`src/rtl/sreg3w_pkg.sv`:
```
package sreg3w_pkg;
    localparam int BYTE_W  = 8;
    localparam int FRAME_W = 2 * BYTE_W;
    localparam int CNT_W   = $clog2(FRAME_W + 2);

    typedef enum logic [1:0] {
        FRM_SHORT,
        FRM_ADDR,
        FRM_FULL
    } frm_kind_e;

    typedef struct packed {
        logic lvl;
        logic rise;
        logic fall;
    } pin_ev_t;

    function automatic frm_kind_e classify(input logic [CNT_W-1:0] n);
        if (n == CNT_W'(BYTE_W))       return FRM_ADDR;
        else if (n == CNT_W'(FRAME_W)) return FRM_FULL;
        else                           return FRM_SHORT;
    endfunction
endpackage

```
`src/rtl/sreg3w_sync.sv`:
```
module sreg3w_sync #(
    parameter int W = 3
) (
    input  logic         clk,
    input  logic         rst,
    input  logic [W-1:0] d_i,
    output logic [W-1:0] q_o
);
    logic [W-1:0] meta_q;

    for (genvar g = 0; g < W; g++) begin : g_bit
        always_ff @(posedge clk) begin
            if (rst) begin
                meta_q[g] <= 1'b0;
                q_o[g]    <= 1'b0;
            end else begin
                meta_q[g] <= d_i[g];
                q_o[g]    <= meta_q[g];
            end
        end
    end
endmodule

```
`src/rtl/sreg3w_rx.sv`:
```
module sreg3w_rx
    import sreg3w_pkg::*;
(
    input  logic               clk,
    input  logic               rst,
    input  logic               shift_i,
    input  logic               clr_i,
    input  logic               bit_i,
    output logic [FRAME_W-1:0] frm_o,
    output logic [CNT_W-1:0]   cnt_o
);
    localparam logic [CNT_W-1:0] CNT_SAT = CNT_W'(FRAME_W + 1);

    // MSB-first shift; the count saturates so that over-long frames stay invalid
    always_ff @(posedge clk) begin
        if (rst) begin
            frm_o <= '0;
            cnt_o <= '0;
        end else if (clr_i) begin
            cnt_o <= '0;
        end else if (shift_i) begin
            frm_o <= {frm_o[FRAME_W-2:0], bit_i};
            if (cnt_o != CNT_SAT) cnt_o <= cnt_o + 1'b1;
        end
    end
endmodule

```
`src/rtl/sreg3w_tx.sv`:
```
module sreg3w_tx
    import sreg3w_pkg::*;
(
    input  logic              clk,
    input  logic              rst,
    input  logic              abort_i,
    input  logic              load_i,
    input  logic [BYTE_W-1:0] byte_i,
    input  logic              step_i,
    output logic              sdo_o,
    output logic              oe_o
);
    localparam int OC_W = $clog2(BYTE_W);

    logic [BYTE_W-1:0] sh_q;
    logic [OC_W-1:0]   oc_q;

    always_ff @(posedge clk) begin
        if (rst || abort_i) begin
            oe_o  <= 1'b0;
            sdo_o <= 1'b0;
            sh_q  <= '0;
            oc_q  <= '0;
        end else if (load_i) begin
            oe_o  <= 1'b1;
            sdo_o <= byte_i[BYTE_W-1];
            sh_q  <= byte_i;
            oc_q  <= '0;
        end else if (step_i && oe_o) begin
            if (oc_q == OC_W'(BYTE_W - 1)) begin
                oe_o  <= 1'b0;
                sdo_o <= 1'b0;
            end else begin
                sdo_o <= sh_q[BYTE_W-2];
                sh_q  <= {sh_q[BYTE_W-2:0], 1'b0};
                oc_q  <= oc_q + 1'b1;
            end
        end
    end


    sdo_hold_chk: assert property (@(posedge clk) disable iff (rst)
        (oe_o && $past(oe_o) && !$past(step_i) && !$past(load_i)) |-> $stable(sdo_o));
endmodule

```
`src/rtl/sreg3w_slave.sv`:
```
module sreg3w_slave
    import sreg3w_pkg::*;
#(
    parameter int NREG = 16
) (
    input  logic              clk,
    input  logic              rst,
    input  logic              sclk_pad,
    input  logic              stb_pad,
    input  logic              sdi_pad,
    output logic              sdo_pad,
    output logic              sdo_oe,
    output logic              rf_we,
    output logic [BYTE_W-1:0] rf_addr,
    output logic [BYTE_W-1:0] rf_wdata,
    input  logic [BYTE_W-1:0] rf_rdata,
    input  logic [NREG-1:0]   rsvd_mask
);
    localparam int AIDX = (NREG > 1) ? $clog2(NREG) : 1;

    logic [2:0]         pin_s;
    logic [1:0]         prev_q;
    pin_ev_t            sclk_ev, stb_ev;
    logic               sdi_s;
    logic [FRAME_W-1:0] frm;
    logic [CNT_W-1:0]   cnt;
    logic               armed_q;
    logic               rx_shift, tx_step, tx_load;
    frm_kind_e          kind;
    logic [BYTE_W-1:0]  cand_addr;

    // out-of-range addresses count as reserved
    function automatic logic is_rsvd(input logic [BYTE_W-1:0] a, input logic [NREG-1:0] m);
        if (int'(a) >= NREG) return 1'b1;
        return m[a[AIDX-1:0]];
    endfunction

    sreg3w_sync #(.W(3)) u_sync (
        .clk (clk),
        .rst (rst),
        .d_i ({sdi_pad, stb_pad, sclk_pad}),
        .q_o (pin_s)
    );

    always_ff @(posedge clk) begin
        if (rst) prev_q <= '0;
        else     prev_q <= pin_s[1:0];
    end

    always_comb begin
        sclk_ev = '{lvl: pin_s[0], rise: pin_s[0] & ~prev_q[0], fall: ~pin_s[0] & prev_q[0]};
        stb_ev  = '{lvl: pin_s[1], rise: pin_s[1] & ~prev_q[1], fall: ~pin_s[1] & prev_q[1]};
        sdi_s   = pin_s[2];
    end

    // the serial clock only acts while the strobe is low
    assign rx_shift = !stb_ev.lvl && sclk_ev.rise && !sdo_oe;
    assign tx_step  = !stb_ev.lvl && sclk_ev.fall;
    assign tx_load  = stb_ev.fall && armed_q;
    assign kind     = classify(cnt);
    assign cand_addr = (kind == FRM_FULL) ? frm[FRAME_W-1:BYTE_W] : frm[BYTE_W-1:0];

    sreg3w_rx u_rx (
        .clk     (clk),
        .rst     (rst),
        .shift_i (rx_shift),
        .clr_i   (stb_ev.rise),
        .bit_i   (sdi_s),
        .frm_o   (frm),
        .cnt_o   (cnt)
    );

    // frame decode on the strobe rise
    always_ff @(posedge clk) begin
        if (rst) begin
            rf_we    <= 1'b0;
            rf_addr  <= '0;
            rf_wdata <= '0;
            armed_q  <= 1'b0;
        end else begin
            rf_we <= 1'b0;
            if (stb_ev.rise) begin
                armed_q <= 1'b0;
                if (kind != FRM_SHORT) rf_addr <= cand_addr;
                if (kind == FRM_FULL && !is_rsvd(cand_addr, rsvd_mask)) begin
                    rf_we    <= 1'b1;
                    rf_wdata <= frm[BYTE_W-1:0];
                end
                if (kind == FRM_ADDR && !is_rsvd(cand_addr, rsvd_mask)) armed_q <= 1'b1;
            end else if (stb_ev.fall) begin
                armed_q <= 1'b0;
            end
        end
    end

    sreg3w_tx u_tx (
        .clk     (clk),
        .rst     (rst),
        .abort_i (stb_ev.rise),
        .load_i  (tx_load),
        .byte_i  (rf_rdata),
        .step_i  (tx_step),
        .sdo_o   (sdo_pad),
        .oe_o    (sdo_oe)
    );


    reset_release_chk: assert property (@(posedge clk) rst |=> !sdo_oe);

    we_single_chk: assert property (@(posedge clk) disable iff (rst) rf_we |=> !rf_we);

    we_not_rsvd_chk: assert property (@(posedge clk) disable iff (rst)
        rf_we |-> !is_rsvd(rf_addr, rsvd_mask));

    oe_on_stb_fall_chk: assert property (@(posedge clk) disable iff (rst)
        $rose(sdo_oe) |-> $past(stb_ev.fall));

    stb_abort_chk: assert property (@(posedge clk) disable iff (rst)
        (stb_ev.rise && sdo_oe) |=> !sdo_oe);

    frame_frozen_chk: assert property (@(posedge clk) disable iff (rst)
        (stb_ev.lvl && $past(stb_ev.lvl)) |-> $stable(frm));
endmodule

```
`config.mk`:
```
export PLATFORM = sky130hd
export DESIGN_NAME = sreg3w_slave
export DESIGN_NICKNAME = d
export VERILOG_FILES = /design/src/rtl/sreg3w_pkg.sv /design/src/rtl/sreg3w_sync.sv /design/src/rtl/sreg3w_rx.sv /design/src/rtl/sreg3w_tx.sv /design/src/rtl/sreg3w_slave.sv
export SDC_FILE = /design/constraint.sdc
export NUM_CORES = 1
export LEC_CHECK = 0
export ABC_AREA = 1
export BUFFER_PORTS_ARGS = -buffer_cell sky130_fd_sc_hd__buf_2
export CAP_MARGIN = 20
export CORE_UTILIZATION = 55
export DETAILED_ROUTE_END_ITERATION = 8
export PLACE_DENSITY = 0.88
export SYNTH_ARGS = -nofsm -noshare
export SYNTH_HDL_FRONTEND = slang
export SYNTH_SLANG_ARGS = --single-unit
```
`constraint.sdc`:
```
create_clock -name clk -period 2.63 [get_ports clk]
set_input_delay 0.3945 -clock clk [delete_from_list [all_inputs] [get_ports clk]]
set_output_delay 0.3945 -clock clk [all_outputs]
set_load 0.02 [all_outputs]
```
==> summary.txt <==
Yosys
  – Post-Syn Nets: ~400
  – Post-synthesis register bit count: 59
  – Post-synthesis mux area share: 0
  – FFs w/ async S/R, synth: 0
  – Post-synthesis compound-gate area fraction: 0.148
  – Synth Area in Adders: 0.0334
  – Synth cell types: 30
  – Synth Area in Simple Gates: 0.267
  – Syn Std Cell Area: 2620 µm²
  – Top FF cell, synth: dfxtp_1
  – Ys Warns: 0
  – Largest family of logic cells by synthesized area: simple AND/OR/NAND/NOR gates
  – Register area share after synthesis: 0.450
  – EDFF count, synth: 0
  – Synth Area per Inst: just over 7 µm²
  – Mapped Cells: 362
  – XOR/XNOR Fraction of Synth Area: 0

Clocking
  – Clk slew on worst S/H paths: about 60 ps
  – TritonCTS clock tree: built
  – Hold-fix buffers, CTS: 0
  – CTS Buf Count: 9
  – Postcts setup bufs: 0
  – Skew-Pair Late Insertion Delay: 340 ps
  – Clock Root Buffer: clkbuf_8
  – Maximum clock path buffer count: 2
  – # resized after CTS: 0
  – Number of clock sinks: 59
  – H-Tree Depth: 3

STA
  – Final Cycle Share: 0.863
  – Fmax: about 440 MHz
  – Pins Over Slew Limit: 0
  – RSZ-0062 raised after global routing: false
  – Setup TNS: 0 ps
  – Worst hold margin: 257 ps
  – Slew margin rel.: 0.521
  – Layout Skew: roughly 8.1 ps
  – Worst-Margin Slew: 717 ps
  – Final setup vio count: 0
  – Period minus WS final: 2270 ps
  – Fin. Hold Viols: 0

Min path
  – Hold Crit Depth: 3
  – HP Class: in2reg
  – Hold Crit Start: stb_pad
  – Worst Hold Endpoint: u_sync.meta_q[1]$_SDFF_PP0_

Floorplan
  – Row cnt: 24
  – Core box area: 4470 µm²
  – Starting Density: 0.586
  – Die height: 71.1 µm
  – Die width: 71.1 µm
  – Die Area: 5050 µm²
  – I/O pin cnt: 48

Cells and area
  – Final core occ: 0.692
  – Diodes inserted: 0
  – Nets: 448
  – Area Overhead vs Synth: 18.0%
  – Layout cells sized above 1: 0.182
  – Design Area, Final: 3100 µm²
  – Fillers: 377

GRT
  – First-pass GRT wire length: around 9000 µm
  – Initial antenna violation count: 0
  – Vias in the first global route: 2,149
  – Grt ovf: 0
  – Largest net degree at the start of global routing: 27
  – All-Layer GR Usage: 0.229

Power
  – Peak VDD IR: just under 0.5 mV
  – Clock share of power: 0.454
  – P_int: 1.46 mW
  – Design Power: between 1.5 and 2 mW
  – Combinational Power Share: 0.059
  – Switching share of power: 0.224
  – Pwr Density: 608 nW/µm²
  – Sequential power share: 0.487
  – Leakage: 1.48 nW
  – Switching power: 0.423 mW

Setup path
  – Worst Path Arrival: roughly 2500 ps
  – Most frequent CP cell: nand2_1
  – Slowest CP cell: dfxtp_1
  – Reg-to-Reg Start: u_rx.cnt_o[0]$_SDFFE_PP0P_
  – Startpoint types: flop
  – CP Max Fanout: 19
  – Crit-path max cell delay: 380 ps
  – Req. time, crit path: 2890 ps
  – Reg2Reg Setup Slack: ~360 ps
  – Worst setup EP type: flop
  – Critical setup path kind: reg2reg
  – Cell Chain, Critical Path: inv_1 > ha_1 > nand2_2 > clkinv_2 > nand2_4 > nand2_1 > nand2_1 > nand2_1 > nand3_1 > nand3_1 > nand3b_2 > nand4_4 > nand2_1 > nand2_1 > nor2_1
  – Worst r2r path cells: 15
  – Reg2Reg Capture Point: rf_wdata[5]$_SDFFE_PP0P_

Detailed routing
  – TritonRoute pass-1 iters: 6
  – Vias: 2,372
  – WL/cell: around 11 µm
  – Via/cell ratio: 5.06
  – Post-route DRC: 4
  – Starting DRT DRC Count: roughly 150
  – Routed wire length: 5290 µm
  – Remaining antenna violation count: 0

Placed design
  – IO buf count: 47
  – GPL Wtd Cong: 0.841
  – Hpwl dp: between 3000 and 4000 µm
  – Post-Place Cell Area: 2880 µm²

Status
  – Violated checks: design-rule violations
  – Status: finished with violations

Job
  – Max-cap viol count: 0
## worst max-delay path by stage
| stage | startpoint | end | slack (ps) | cells past startpoint |
|---|---|---|---|---|
| final | u_rx.cnt_o[0]$_SDFFE_PP0P_ | rf_wdata[5]$_SDFFE_PP0P_ | 360 | 15 |
| after global routing | u_rx.cnt_o[0]$_SDFFE_PP0P_ | rf_wdata[5]$_SDFFE_PP0P_ | 50 | 15 |
| after CTS | u_rx.cnt_o[0]$_SDFFE_PP0P_ | rf_wdata[5]$_SDFFE_PP0P_ | 360 | 15 |
| after detailed placement | u_rx.cnt_o[0]$_SDFFE_PP0P_ | rf_wdata[5]$_SDFFE_PP0P_ | 380 | 15 |
| after global placement | u_rx.cnt_o[0]$_SDFFE_PP0P_ | rf_wdata[7]$_SDFFE_PP0P_ | 490 | 14 |
| after floorplan | u_rx.cnt_o[0]$_SDFFE_PP0P_ | rf_wdata[0]$_SDFFE_PP0P_ | 680 | 14 |
## synthesized netlist by cell type (4+ instances only)
master,count,area [µm²]
nand3_1,28,140
o21ai_0,27,135
nand2_1,75,282
ha_1,7,87.6
a21oi_1,34,170
dfxtp_1,59,1180
nor2_1,37,139
clkbuf_1,5,18.8
a31oi_1,5,31.3
nor3_1,4,20.0
inv_1,54,203
## stage by stage
step | worst slack, ps | instances
2_1_floorplan | 684 | 362
3_3_place_gp | 491 | 453
3_5_place_dp | 381 | 453
4_1_cts | 358 | 469
5_1_grt | 47.1 | 469
6_report | 360 | 469
## worst max-delay path: cells and delay by family (launching register included)
family / cells / cell delay [ps]
simple gates: 12 / 1430
flops: 1 / 380
buf+inv: 2 / 160
fa+ha+maj: 1 / 220
## state kept, by name (all words and copies together) (netlist names)
| name | count |
|---|---|
| u_rx.frm_o | 16 |
| rf_addr | 8 |
| rf_wdata | 8 |
| u_tx.sh_q | 7 |
| u_rx.cnt_o | 5 |
| u_sync.meta_q | 3 |
| u_sync.q_o | 3 |
| u_tx.oc_q | 3 |
| prev_q | 2 |
| armed_q | 1 |
| rf_we | 1 |
| u_tx.oe_o | 1 |
| u_tx.sdo_o | 1 |
## placed cells by master, fill, tap and decap left out, types with 2 or more instances in the layout
| master | synthesis | layout |
|---|---|---|
| dfxtp_1 | 59 | 59 |
| inv_1 | 54 | 54 |
| o21ai_0 | 27 | 27 |
| nand4_1 | 2 | 2 |
| buf_2 | 2 | 47 |
| clkinv_2 | 1 | 3 |
| nand2_2 | 2 | 2 |
| clkbuf_8 | 0 | 12 |
| nor3_1 | 4 | 4 |
| a22oi_1 | 3 | 3 |
| ha_1 | 7 | 7 |
| a31oi_1 | 5 | 5 |
| a21oi_1 | 34 | 34 |
| nand3_1 | 28 | 28 |
| nor2_1 | 37 | 37 |
| o21ai_1 | 3 | 3 |
| nand2_1 | 75 | 75 |
| buf_4 | 0 | 2 |
## metal layers
layer | share of wire | vias to the layer above | GRT usage
li1 | - | 1265 | -
met1 | 0.46 | 1026 | 0.287
met2 | 0.46 | 69 | 0.357
met3 | 0.065 | 12 | 0.0598
met4 | 0.021 | 0 | 0.133
met5 | 0 | - | 0
## power by group through the flow
stage / sequential, mW / clock [mW] / combinational, mW
floorplan: 0.934 / 0 / 0.0751
global placement: 0.937 / 0 / 0.107
detailed placement: 0.937 / 0 / 0.110
CTS: 0.917 / 0.872 / 0.111
global route: 0.918 / 0.908 / 0.126
finish: 0.918 / 0.856 / 0.111
## logic make-up after synthesis
logic type	after synthesis
simple gates	156
compound gates	74
buf+inv	66
flops	59
fa+ha+maj	7
## cell type report
cell class / instances / area [µm²] / share of cell area
Sequential cell: 59 / 1180 / 0.381
Tap cell: 52 / 65.1 / 0.0210
Clock inverter: 4 / 47.5 / 0.0154
Timing Repair Buffer: 49 / 250 / 0.0808
Inverter: 56 / 211 / 0.0683
Multi-Input combinational cell: 237 / 1180 / 0.380
Clock buffer: 12 / 165 / 0.0533
Power figures use the tool's default switching activity.
